`src/rtl/cs_pkg.sv`:
```
package cs_pkg;
  typedef enum logic {CS_DIRECT = 1'b0, CS_DECODE = 1'b1} cs_mode_e;
endpackage

```
`src/rtl/cs_cfg_reg.sv`:
```
module cs_cfg_reg #(
  parameter int unsigned NUM_CS  = 4,
  parameter int unsigned DEC_BIT = 9,
  localparam int unsigned FLD_LO  = DEC_BIT + 1,
  localparam int unsigned FRC_BIT = DEC_BIT + NUM_CS + 1
) (
  input  logic                   clk_i,
  input  logic                   rst_ni,
  input  logic                   we_i,
  input  logic [FRC_BIT:DEC_BIT] cfg_i,
  output logic [NUM_CS-1:0]      field_o,
  output cs_pkg::cs_mode_e       mode_o,
  output logic                   force_o
);
  always_ff @(posedge clk_i or negedge rst_ni) begin
    if (!rst_ni) begin
      field_o <= '1;
      mode_o  <= cs_pkg::CS_DIRECT;
      force_o <= 1'b1;
    end else if (we_i) begin
      field_o <= cfg_i[FRC_BIT-1:FLD_LO];
      mode_o  <= cs_pkg::cs_mode_e'(cfg_i[DEC_BIT]);
      force_o <= cfg_i[FRC_BIT];
    end
  end
endmodule

```
`src/rtl/cs_encode.sv`:
```
module cs_encode #(
  parameter int unsigned NUM_CS = 4
) (
  input  logic [NUM_CS-1:0] field_i,
  input  cs_pkg::cs_mode_e  mode_i,
  output logic [NUM_CS-1:0] code_o
);
  logic [NUM_CS-1:0] onehot_n;
  logic [NUM_CS:0]   seen;

  // lowest-index zero wins in direct mode
  assign seen[0] = 1'b0;
  for (genvar k = 0; k < NUM_CS; k++) begin : g_pri
    assign onehot_n[k] = field_i[k] | seen[k];
    assign seen[k+1]   = seen[k] | ~field_i[k];
  end

  always_comb begin
    if (mode_i == cs_pkg::CS_DECODE) code_o = field_i;
    else                             code_o = onehot_n;
  end
endmodule

```
`src/rtl/cs_select_gen.sv`:
```
module cs_select_gen #(
  parameter int unsigned NUM_CS  = 4,
  parameter int unsigned DEC_BIT = 9,
  localparam int unsigned FRC_BIT = DEC_BIT + NUM_CS + 1
) (
  input  logic                   clk_i,
  input  logic                   rst_ni,
  input  logic                   cfg_we_i,
  input  logic [FRC_BIT:DEC_BIT] cfg_i,
  input  logic                   busy_i,
  output logic [NUM_CS-1:0]      cs_n_o
);
  logic [NUM_CS-1:0] cfg_field;
  cs_pkg::cs_mode_e  cfg_mode;
  logic              cfg_force;
  logic [NUM_CS-1:0] sel_code;

  cs_cfg_reg #(.NUM_CS(NUM_CS), .DEC_BIT(DEC_BIT)) u_cfg (
    .clk_i   (clk_i),
    .rst_ni  (rst_ni),
    .we_i    (cfg_we_i),
    .cfg_i   (cfg_i),
    .field_o (cfg_field),
    .mode_o  (cfg_mode),
    .force_o (cfg_force)
  );

  cs_encode #(.NUM_CS(NUM_CS)) u_enc (
    .field_i (cfg_field),
    .mode_i  (cfg_mode),
    .code_o  (sel_code)
  );

  always_ff @(posedge clk_i or negedge rst_ni) begin
    if (!rst_ni)                  cs_n_o <= '1;
    else if (cfg_force || busy_i) cs_n_o <= sel_code;
    else                          cs_n_o <= '1;
  end
endmodule

```
`config.mk`:
```
export PLATFORM = sky130hd
export DESIGN_NAME = cs_select_gen
export DESIGN_NICKNAME = d
export VERILOG_FILES = /design/src/rtl/cs_pkg.sv /design/src/rtl/cs_cfg_reg.sv /design/src/rtl/cs_encode.sv /design/src/rtl/cs_select_gen.sv
export SDC_FILE = /design/constraint.sdc
export NUM_CORES = 1
export LEC_CHECK = 0
export ABC_CLOCK_PERIOD_IN_PS = 1300
export BUFFER_PORTS_ARGS = -buffer_cell sky130_fd_sc_hd__buf_2
export CORE_AREA = 2 2 39 41
export DETAILED_ROUTE_END_ITERATION = 10
export DIE_AREA = 0 0 41 43
export GPL_ROUTABILITY_DRIVEN = 0
export HOLD_SLACK_MARGIN = 0.12
export PLACE_DENSITY_LB_ADDON = 0.2
export SYNTH_ARGS = -nofsm -noshare
export SYNTH_HDL_FRONTEND = slang
export SYNTH_SLANG_ARGS = --single-unit
export TNS_END_PERCENT = 50
```
`constraint.sdc`:
```
create_clock -name clk_i -period 1.3 [get_ports clk_i]
set_input_delay 0 -clock clk_i [delete_from_list [all_inputs] [get_ports clk_i]]
set_output_delay 0 -clock clk_i [all_outputs]
set_load 0.1 [all_outputs]
```
==> metrics.md <==
| Metric | Value |
|---|---|
| Initial DRC Count | `5` |
| Final Slew Violations | `0` |
| DRC Markers | `0` |
| Hold path depth | `3` |
| Total congestion overflow | `0` |
| Synth Register Bits | `10` |
| Crit-path slowest cell | `dlygate4sd3_1` |
| Sequential share of the synthesized area | `69.21%` |
| Clk root buf | `clkbuf_4` |
| R2R Path Start | `u_cfg.force_o$_DFFE_PN1P_` |
| Post-Place Setup Slack | `276.3 ps` |
| CP Launch Type | `flop` |
| Reg2Reg Setup Slack | `40 ps` |
| Final Cycle Share | `96.95%` |
| Met3 WL post-DR | `50 microns` |
| Router iterations before antenna repair | `4` |
| Slowest stage delay, CP | `540 ps` |
| Yosys cell types | `9` |
| H-tree depth | `1` |
| Crit-path max FO | `2` |
| Initial antenna violation count | `0` |
| Top post-synthesis cells by area | `dfstp_2 63%, mux2_2 18%, dfrtp_1 6.6%` |
| Port Buffers | `13` |
| Post-CTS resize count | `0` |
| Hold path endpoint | `cs_n_o[0]$_DFF_PN1_` |
| Crit path kind | `flop to flop` |
| Cell Rows | `14` |
| PnR worst setup slack | `39.63 ps` |
| Clock transition at the registers of the reported paths | `60 ps` |
| Worst slew margin | `67.88%` |
| Area of the multi-input gates | `111.4 sq um` |
| Largest net degree at the start of global routing | `11` |
| Wire length on met1 | `264 microns` |
| Fin Hold WS | `145.8 ps` |
| Initial Util | `27.31%` |
| First-pass GRT wire length | `1262 microns` |
| Setup Buffers After CTS | `0` |
| R2R depth | `2` |
| Drt total wl | `733 microns` |
| Fin. Hold Viols | `0` |
| Critical Path End Type | `flop` |
| CTS Buf Count | `3` |
| Netlist Area Pre-Place | `377.9 sq um` |
| Die H | `43 microns` |
| Core area | `1384 sq um` |
| Final setup fails | `0` |
| Yosys warning total | `0` |
| Hold Startpoint | `busy_i` |
| Vias in the first global route | `325` |
| Most frequent cells in the layout | `13 x buf_2, 11 x dlygate4sd3_1, 9 x dfstp_2, 6 x mux2_2` |
| Worst Max-Slew Pin Slew | `485.2 ps` |
| Register Area | `261.5 sq um` |
| Fmax | `793.4 MHz` |
| Outcome | `finished clean` |
| FILL cells | `145` |
| Worst R2R End | `u_cfg.force_o$_DFFE_PN1P_` |
| Die ar. | `1763 sq um` |
| Maxcap violations | `0` |
| Commonest non-fill, non-tap cell in the layout | `buf_2` |
| IO Pins | `14` |
| Inserted Diodes | `0` |
| Fin crit period | `1260 ps` |
| Pwr/cell area | `1384 nW/um^2` |
| CTS sink count | `10` |
| WP data arrival | `1460 ps` |
| Final core utilization | `42.95%` |
| Final setup TNS | `0 ps` |
| Chip width | `41 microns` |
| Via Count | `300` |
| Max VDD drop | `0.5958 mV` |
| Max Root-Sink Buffers | `2` |
| Syn_nets | `35` |
| Max Used Layer | `met4` |
| Area grow syn2layout | `57.28%` |
| Met2 wire length | `392 microns` |
| Post-synth top area share | `62.58%` |
| Synthesized area per cell | `15.11 sq um` |
| Clk_skew | `7.034 ps` |
| Final nets | `63` |
| Synth area leader | `dfstp_2` |
| Crit path cell chain | `mux2_2, dlygate4sd3_1` |
| Hold Path Class | `primary input to flop` |
| Worst-skew pair later-pin latency | `270 ps` |
| Share of layout cells above drive strength 1 | `61.54%` |
| Antenna Violating Nets Remaining | `0` |
| DR WL/cell | `10.78 microns` |
| Leak Pwr | `0.2554 nW` |
| Post-Syn Instances | `25` |
| RSZ-0062 raised after global routing | `no` |
| TritonCTS clock tree | `done` |
| GRT Overall Usage | `11.55%` |
| Post-DR vias/cell | `4.412` |
| Required @ worst endpoint | `1500 ps` |
[metal layers]
layer,vias to the layer above,global-route usage [%]
met5,-,0
met1,142,10.92
met2,11,17.81
li1,143,-
met4,0,12.00
met3,4,3.141
[critical path, delay by kind of cell, from the launching register on]
family / cells / cell delay, ps
flip-flops: 1 / 530
multiplexers: 1 / 130
buffers and inverters: 1 / 540
[cells in the mapped netlist, drive strengths merged]
| cell type | number |
|---|---|
| mux2 | 6 |
| a31oi | 1 |
| dfrtp | 1 |
| buf | 1 |
| a21oi | 1 |
| or3 | 3 |
| nor2 | 2 |
| or2 | 1 |
| dfstp | 9 |
[stage by stage]
stage / std cells / area [sq um] / total power, mW
3_5_place_dp: 53 / 457.9 / 0.5751
3_3_place_gp: 53 / 457.9 / 0.5731
2_1_floorplan: 25 / 377.9 / 0.5392
5_1_grt: 68 / 594.3 / 0.8619
4_1_cts: 68 / 594.3 / 0.8352
6_report: 68 / 594.3 / 0.8228
[registers in the layout, summed over array words and instances, names as in the netlist]
signal and cells:
u_cfg.mode_o 1, u_cfg.field_o 4, cs_n_o 4, u_cfg.force_o 1
[where the power goes]
group / internal (mW) / switching, mW / leakage, nW
Clock: 0.119 / 0.105 / 0.0150
Combinational: 0.0720 / 0.143 / 0.134
Sequential: 0.367 / 0.0180 / 0.106
[what timing repair did]
action	4_1_cts	5_1_grt
endpoints found under the setup margin	0	0
hold endpoints to repair	16	0
hold buffers	11	0
[cells by family (layout without fill, tap and decap cells)]
| kind of cell | count (synthesis) | after routing | share of synthesized area (%) |
|---|---|---|---|
| flops | 10 | 10 | 69.21 |
| mux | 6 | 6 | 17.88 |
| simple gates | 6 | 6 | 8.612 |
| compound gates | 2 | 2 | 2.980 |
| buf+inv | 1 | 28 | 1.323 |
[how the worst max path moves through the flow]
| stage | start | slack, ps | to | cells after the start |
|---|---|---|---|---|
| final | u_cfg.force_o$_DFFE_PN1P_ | 40 | u_cfg.force_o$_DFFE_PN1P_ | 2 |
| after global routing | u_cfg.force_o$_DFFE_PN1P_ | 10 | u_cfg.force_o$_DFFE_PN1P_ | 2 |
| after floorplan | u_cfg.field_o[0]$_DFFE_PN1P_ | 300 | cs_n_o[2]$_DFF_PN1_ | 2 |
| after CTS | u_cfg.force_o$_DFFE_PN1P_ | 40 | u_cfg.force_o$_DFFE_PN1P_ | 2 |
| after detailed placement | u_cfg.field_o[0]$_DFFE_PN1P_ | 280 | cs_n_o[2]$_DFF_PN1_ | 2 |
| after global placement | u_cfg.field_o[0]$_DFFE_PN1P_ | 290 | cs_n_o[2]$_DFF_PN1_ | 2 |
[final cells by class]
type / count / share of cell area, %
flip-flops and latches: 10 / 44.00
well taps: 16 / 3.368
clock buffers: 4 / 4.421
multi-input cells: 14 / 18.74
repair buffers: 24 / 29.47
No activity file was read; power rests on OpenSTA's default activity.
